[config.mk]
export PLATFORM = sky130hd
export DESIGN_NAME = dma_addr_seq
export DESIGN_NICKNAME = d
export VERILOG_FILES = /design/src/rtl/dma_seq_pkg.sv /design/src/rtl/dma_seq_addr_step.sv /design/src/rtl/dma_seq_lane_dec.sv /design/src/rtl/dma_addr_seq.sv
export SDC_FILE = /design/constraint.sdc
export NUM_CORES = 1
export LEC_CHECK = 0
export BUFFER_PORTS_ARGS = -buffer_cell sky130_fd_sc_hd__buf_2
export CAP_MARGIN = 25
export CORE_MARGIN = 3
export CORE_UTILIZATION = 35
export CTS_CLUSTER_DIAMETER = 30
export DETAILED_ROUTE_END_ITERATION = 7
export GPL_TIMING_DRIVEN = 0
export HOLD_SLACK_MARGIN = 0.06
export PLACE_DENSITY = 0.61
export SLEW_MARGIN = 20
export SYNTH_ARGS = -nofsm -noshare
export SYNTH_HDL_FRONTEND = slang
export SYNTH_HIERARCHICAL = 1
export SYNTH_SLANG_ARGS = --single-unit
export TNS_END_PERCENT = 50
[constraint.sdc]
create_clock -name clk -period 3.3 [get_ports clk]
set_input_delay 0.33 -clock clk [delete_from_list [all_inputs] [get_ports clk]]
set_output_delay 0.33 -clock clk [all_outputs]
set_load 0.1 [all_outputs]
[src/rtl/dma_seq_pkg.sv]
package dma_seq_pkg;

    typedef struct packed {
        logic unit16;
        logic ring;
        logic src_inc;
        logic dst_inc;
    } chan_cfg_t;

    localparam int SIDE_SRC = 0;
    localparam int SIDE_DST = 1;
    localparam int NUM_SIDES = 2;

endpackage

[src/rtl/dma_seq_addr_step.sv]
module dma_seq_addr_step #(
    parameter int ADDR_W    = 32,
    parameter int WIN8_BITS = 5
) (
    input  logic [ADDR_W-1:0] cur_addr,
    input  logic [ADDR_W-1:0] start_addr,
    input  logic              inc,
    input  logic              unit16,
    input  logic              ring,
    output logic [ADDR_W-1:0] nxt_addr,
    output logic [ADDR_W-1:0] load_addr,
    output logic              start_bad
);
    localparam int WIN16_BITS = WIN8_BITS + 1;
    localparam logic [ADDR_W-1:0] MASK8  = {{(ADDR_W-WIN8_BITS){1'b0}},  {WIN8_BITS{1'b1}}};
    localparam logic [ADDR_W-1:0] MASK16 = {{(ADDR_W-WIN16_BITS){1'b0}}, {WIN16_BITS{1'b1}}};

    logic [ADDR_W-1:0] step_amt;
    logic [ADDR_W-1:0] win_mask;
    logic [ADDR_W-1:0] sum;

    always_comb begin
        step_amt = unit16 ? ADDR_W'(2) : ADDR_W'(1);
        win_mask = unit16 ? MASK16 : MASK8;
        sum      = cur_addr + step_amt;
        if (!inc) begin
            nxt_addr = cur_addr;
        end else if (ring) begin
            nxt_addr = (cur_addr & ~win_mask) | (sum & win_mask);
        end else begin
            nxt_addr = sum;
        end
        load_addr = unit16 ? {start_addr[ADDR_W-1:1], 1'b0} : start_addr;
        start_bad = ring & inc & (|(start_addr & win_mask));
    end
endmodule

[src/rtl/dma_seq_lane_dec.sv]
module dma_seq_lane_dec (
    input  logic       addr_lsb,
    input  logic       unit16,
    input  logic       active,
    output logic [1:0] lanes
);
    always_comb begin
        if (!active) begin
            lanes = 2'b00;
        end else if (unit16) begin
            lanes = 2'b11;
        end else begin
            lanes = addr_lsb ? 2'b01 : 2'b10;
        end
    end
endmodule

[src/rtl/dma_addr_seq.sv]
module dma_addr_seq
    import dma_seq_pkg::*;
#(
    parameter int ADDR_W    = 32,
    parameter int CNT_W     = 16,
    parameter int RING_LEN  = 32
) (
    input  logic              clk,
    input  logic              rst_n,
    input  logic              en,
    input  logic              unit16,
    input  logic              ring,
    input  logic              src_inc,
    input  logic              dst_inc,
    input  logic [ADDR_W-1:0] src_start,
    input  logic [ADDR_W-1:0] dst_start,
    input  logic [CNT_W-1:0]  count_init,
    input  logic              advance,
    output logic [ADDR_W-1:0] src_addr,
    output logic [ADDR_W-1:0] dst_addr,
    output logic [1:0]        src_lanes,
    output logic [1:0]        dst_lanes,
    output logic [CNT_W-1:0]  count,
    output logic              busy,
    output logic              tc_pulse,
    output logic              cfg_err
);
    localparam int WIN8_BITS = $clog2(RING_LEN);
    localparam logic [CNT_W-1:0] CNT_ONE = CNT_W'(1);

    typedef struct packed {
        logic [ADDR_W-1:0] src;
        logic [ADDR_W-1:0] dst;
        logic [CNT_W-1:0]  cnt;
        chan_cfg_t         cfg;
        logic              busy;
        logic              tc;
        logic              err;
        logic              en_q;
    } seq_state_t;

    seq_state_t st_d, st_q;

    chan_cfg_t  cfg_in;
    chan_cfg_t  cfg_sel;
    logic       load;

    logic [NUM_SIDES-1:0][ADDR_W-1:0] side_cur;
    logic [NUM_SIDES-1:0][ADDR_W-1:0] side_start;
    logic [NUM_SIDES-1:0][ADDR_W-1:0] side_nxt;
    logic [NUM_SIDES-1:0][ADDR_W-1:0] side_load;
    logic [NUM_SIDES-1:0]             side_inc;
    logic [NUM_SIDES-1:0]             side_bad;
    logic [NUM_SIDES-1:0][1:0]        side_lanes;

    always_comb begin
        cfg_in.unit16  = unit16;
        cfg_in.ring    = ring;
        cfg_in.src_inc = src_inc;
        cfg_in.dst_inc = dst_inc;
        load           = en & ~st_q.en_q;
        cfg_sel        = load ? cfg_in : st_q.cfg;

        side_cur[SIDE_SRC]   = st_q.src;
        side_cur[SIDE_DST]   = st_q.dst;
        side_start[SIDE_SRC] = src_start;
        side_start[SIDE_DST] = dst_start;
        side_inc[SIDE_SRC]   = cfg_sel.src_inc;
        side_inc[SIDE_DST]   = cfg_sel.dst_inc;
    end

    for (genvar s = 0; s < NUM_SIDES; s++) begin : g_side
        dma_seq_addr_step #(
            .ADDR_W    (ADDR_W),
            .WIN8_BITS (WIN8_BITS)
        ) u_step (
            .cur_addr   (side_cur[s]),
            .start_addr (side_start[s]),
            .inc        (side_inc[s]),
            .unit16     (cfg_sel.unit16),
            .ring       (cfg_sel.ring),
            .nxt_addr   (side_nxt[s]),
            .load_addr  (side_load[s]),
            .start_bad  (side_bad[s])
        );

        dma_seq_lane_dec u_lane (
            .addr_lsb (side_cur[s][0]),
            .unit16   (st_q.cfg.unit16),
            .active   (st_q.busy),
            .lanes    (side_lanes[s])
        );
    end

    always_comb begin
        st_d      = st_q;
        st_d.tc   = 1'b0;
        st_d.en_q = en;
        if (load) begin
            st_d.cfg  = cfg_in;
            st_d.src  = side_load[SIDE_SRC];
            st_d.dst  = side_load[SIDE_DST];
            st_d.cnt  = count_init;
            st_d.err  = |side_bad;
            st_d.busy = ~(|side_bad) & (cfg_in.ring | (|count_init));
        end else if (!en) begin
            st_d.busy = 1'b0;
        end else if (st_q.busy && advance) begin
            st_d.src = side_nxt[SIDE_SRC];
            st_d.dst = side_nxt[SIDE_DST];
            if (!st_q.cfg.ring) begin
                st_d.cnt = st_q.cnt - CNT_ONE;
                if (st_q.cnt == CNT_ONE) begin
                    st_d.tc   = 1'b1;
                    st_d.busy = 1'b0;
                end
            end
        end
    end

    always_ff @(posedge clk or negedge rst_n) begin
        if (!rst_n) begin
            st_q <= '0;
        end else begin
            st_q <= st_d;
        end
    end

    assign src_addr  = st_q.src;
    assign dst_addr  = st_q.dst;
    assign src_lanes = side_lanes[SIDE_SRC];
    assign dst_lanes = side_lanes[SIDE_DST];
    assign count     = st_q.cnt;
    assign busy      = st_q.busy;
    assign tc_pulse  = st_q.tc;
    assign cfg_err   = st_q.err;
endmodule

==> results.py <==
metrics = {
    "placement": {
        "detailed_place.area_um2": 8025,
        "dpl.cell_count": 1194,
        "pre_cts_slack_ns": -0.9706,
        "dpl.hpwl_um": 14610,
        "gp_congestion": 0.8177,
        "port-buffer-count": 122,
    },
    "logic_synthesis": {
        "number_of_warnings_reported_in_the_yosys_synthesis_log": 6,
        "synth_flop_cell": "sky130_fd_sc_hd__dfrtp_1",
        "yosys.area_share.xor_xnor": 0.07447,
        "synth-edff-count": 0,
        "yosys-top-cells-area": "sky130_fd_sc_hd__dfrtp_1, sky130_fd_sc_hd__buf_4, sky130_fd_sc_hd__mux2i_1",
        "syn-instance-count": 806,
        "complex_gate_fraction_of_the_synthesized_area": 0.1050,
        "syn_area_per_cell_um2": 8.755,
        "synth-simple-area-share": 0.2163,
        "async_flop_share": 1.000,
        "muxShareOfSynthArea": 0.09397,
        "post_synth_fa_ha_maj_area_fraction": 0.01631,
        "synth.cells.most_frequent": "sky130_fd_sc_hd__buf_4, sky130_fd_sc_hd__nand2_1, sky130_fd_sc_hd__dfrtp_1, sky130_fd_sc_hd__mux2i_1, sky130_fd_sc_hd__o21ai_1",
        "post-synth-top-area-cell": "sky130_fd_sc_hd__dfrtp_1",
        "synth.net_count": 902,
        "synth_top_family_by_area": "simple AND/OR/NAND/NOR gates",
        "syn_area_um2": 7057,
        "ys_ff_latch": 88,
        "netlist-cell-type-count": 58,
        "synth.top_cell.area_share": 0.3121,
        "ys_seq_area_frac": 0.3121,
        "yosys.cell_count.top_type": "sky130_fd_sc_hd__buf_4",
    },
    "global_route": {
        "first_pass_grt_wire_length_um": 31340,
        "grt_pass1_vias": 5832,
        "largest_net_degree_at_the_start_of_global_routing": 54,
        "globalRouteOverflowTotal": 0,
        "initial_antenna_violation_count": 3,
        "globalRouteTotalUtil": 0.1775,
    },
    "sta": {
        "tns_ns": 0,
        "layout_min_cycle_time_ns": 3.084,
        "setup_repair_after_global_routing_missed_its_margin": "no",
        "finalClockSkew_ns": 0.007791,
        "final-max-slew-violation-count": 0,
        "setup_viol": 0,
        "whs_ns": 0.1109,
        "rel_slew_slack": 0.5734,
        "finalHoldViolCount": 0,
        "timing.final.crit_share": 0.9345,
        "fmaxAchievable_mhz": 324.3,
        "tightestPinTransition_ns": 0.6399,
        "fin_ws_ns": 0.2163,
    },
    "route": {
        "initialDrtViolationCount": 267,
        "vias_after_detailed_routing": 5982,
        "detailedRoute.firstPassIterationCount": 4,
        "route.top_layer_used": "met5",
        "met3_wirelength_um": 909,
        "finalWirelength_um": 19550,
        "vias_per_cell": 4.899,
        "detailroute.wirelength.met2_um": 9050,
        "route.detailed.drc": 0,
        "drt-met1-wl_um": 9136,
        "avgRoutedWirePerCell_um": 16.01,
        "final_antenna_net_count": 0,
    },
    "clock_tree": {
        "worst_skew_pair.late_latency_ns": 0.35,
        "register_clock_pin_slew_on_the_reported_worst_setup_and_hold_paths_ns": 0.07,
        "cts_made_buffers": 9,
        "cts_tree": "built",
        "clk_path_buf_depth": 2,
        "clock_tree.htree_level_count": 3,
        "ctsRootBufferMaster": "sky130_fd_sc_hd__clkbuf_16",
        "tritoncts_num_sinks": 88,
    },
    "die": {
        "floorplan.core_area_um2": 19650,
        "io_pins": 175,
        "fp.dieW_um": 148.0,
        "row_count": 51,
        "start_util": 0.3591,
        "die_h_um": 148.0,
        "overall_die_area_um2": 21900,
    },
    "setup_path": {
        "r2r_slack_ns": 0.22,
        "worstPathRequired_ns": 3.52,
        "crit-reg2reg-launch": "st_q[0]",
        "worst_ep_arrival_time_ns": 3.30,
        "worstPathMaxFanout": 10,
        "timing.rr.end": "dst_addr[16]",
        "reg2reg_depth": 17,
        "worst-setup-path-type": "reg -> reg",
        "critPathLaunchType": "flop",
        "worst_setup_path_end_kind": "flop",
    },
    "hold_path": {
        "whs_endpoint": "st_q[0]",
        "hold_path_startpoint": "en",
        "hold_class": "in -> reg",
        "holdPathStages": 1,
    },
    "power": {
        "power_mw": 6.263,
        "vdd.ir_drop.worst_v": 0.0004150,
        "power.density_cell_area_nw_per_um2": 732.8,
        "p_leak_nw": 3.939,
    },
    "finish": {
        "nNetsFinal": 1046,
        "final_cells": 1221,
        "layout-drive-gt1-share": 0.3592,
        "final_design_area_no_fill_um2": 8547,
        "syn2layout_area_growth_pct": 21.12,
        "final_util": 0.4349,
    },
    "flow_run": {
        "maxCapViolations": 0,
    },
    "status": {
        "result_of_the_run": "finished, final reports clean",
    },
}
cells by family (layout without fill, tap and decap cells):
| group | after synthesis | count (layout) |
|---|---|---|
| and+or+nand+nor | 270 | 270 |
| buffers and inverters | 190 | 339 |
| AOI/OAI and AO/OA | 124 | 124 |
| DFF | 88 | 88 |
| muxes | 66 | 66 |
| xor gates and xnor gates | 60 | 60 |
| adders and majority gates | 8 | 8 |
| other | 0 | 1 |
routing by layer:
metal / up-vias / GRT usage
met2: 152 / 0.2770
met5: - / 0
met3: 26 / 0.03035
li1: 2983 / -
met1: 2817 / 0.2495
met4: 4 / 0.06097
state kept, by name, summed over array words and instances (netlist names):
name and count:
dst_addr 32, src_addr 32, count 16, st_q 5, busy 1, cfg_err 1
tc_pulse 1
repair_timing:
action,4_1_cts,5_1_grt
setup endpoints to repair,60,24
resized for setup,21,11
setup buffers,4,6
hold buffers,1,0
pin swaps,3,2
hold endpoints to repair,52,0
report_power, final:
part | switching [mW] | total, mW | internal (mW)
clock network | 0.455 | 1.19 | 0.738
registers | 0.403 | 1.72 | 1.32
logic | 2.44 | 3.35 | 0.912
placed cells by master (no fill, tap or decap), types with 4 or more instances in the layout:
| master | instances |
|---|---|
| sky130_fd_sc_hd__buf_6 | 9 |
| sky130_fd_sc_hd__o21ai_1 | 64 |
| sky130_fd_sc_hd__ha_1 | 6 |
| sky130_fd_sc_hd__xor2_1 | 12 |
| sky130_fd_sc_hd__inv_1 | 11 |
| sky130_fd_sc_hd__xnor2_1 | 48 |
| sky130_fd_sc_hd__nand2_1 | 108 |
| sky130_fd_sc_hd__or3_1 | 4 |
| sky130_fd_sc_hd__and4_1 | 6 |
| sky130_fd_sc_hd__nand4_1 | 29 |
| sky130_fd_sc_hd__nor4_1 | 14 |
| sky130_fd_sc_hd__dfrtp_1 | 88 |
| sky130_fd_sc_hd__clkbuf_16 | 9 |
| sky130_fd_sc_hd__nor2b_1 | 6 |
| sky130_fd_sc_hd__nor2_1 | 23 |
| sky130_fd_sc_hd__a21oi_1 | 21 |
| sky130_fd_sc_hd__nor3_1 | 9 |
| sky130_fd_sc_hd__o22ai_1 | 4 |
| sky130_fd_sc_hd__buf_2 | 129 |
| sky130_fd_sc_hd__and2_1 | 5 |
| sky130_fd_sc_hd__nor3_2 | 5 |
| sky130_fd_sc_hd__nand3_1 | 27 |
| sky130_fd_sc_hd__nor4_4 | 4 |
| sky130_fd_sc_hd__o21ai_0 | 6 |
| sky130_fd_sc_hd__mux2i_1 | 64 |
| sky130_fd_sc_hd__clkbuf_1 | 16 |
| sky130_fd_sc_hd__buf_4 | 151 |
critical path, stage by stage (launching register included):
cell and delay [ns]:
sky130_fd_sc_hd__dfrtp_1 0.39, sky130_fd_sc_hd__buf_6 0.16, sky130_fd_sc_hd__nor2b_4 0.06, sky130_fd_sc_hd__buf_6 0.14, sky130_fd_sc_hd__buf_4 0.18, sky130_fd_sc_hd__nand2_2 0.09
sky130_fd_sc_hd__nand2_4 0.11, sky130_fd_sc_hd__inv_2 0.11, sky130_fd_sc_hd__ha_1 0.17, sky130_fd_sc_hd__inv_1 0.06, sky130_fd_sc_hd__fa_1 0.36, sky130_fd_sc_hd__nand2b_4 0.19
sky130_fd_sc_hd__nor4_4 0.24, sky130_fd_sc_hd__buf_6 0.18, sky130_fd_sc_hd__nand4_1 0.12, sky130_fd_sc_hd__xnor2_1 0.15, sky130_fd_sc_hd__mux2i_1 0.15, sky130_fd_sc_hd__o21ai_1 0.08
final cells by class:
class | count | area [µm²]
tap | 265 | 331.6
fill | 2023 | 11110
antenna | 1 | 2.502
clock buffer | 10 | 229.0
buffer | 176 | 1254
sequential | 88 | 2202
clock inverter | 6 | 107.6
inverter | 13 | 51.30
timing repair buffer | 134 | 729.5
multi-input combinational | 528 | 3640
worst max path at each step:
stage | startpoint | end | slack (ns) | depth (start not counted)
2_1_floorplan | en | src_addr[20] | 0.10 | 17
3_3_place_gp | en | src_addr[20] | -0.96 | 16
3_5_place_dp | en | src_addr[20] | -0.97 | 16
4_1_cts | st_q[0] | src_addr[28] | 0.009 | 18
5_1_grt | st_q[0] | dst_addr[16] | 0.04 | 16
6_report | st_q[0] | dst_addr[16] | 0.22 | 17
Power figures use the tool's default switching activity.
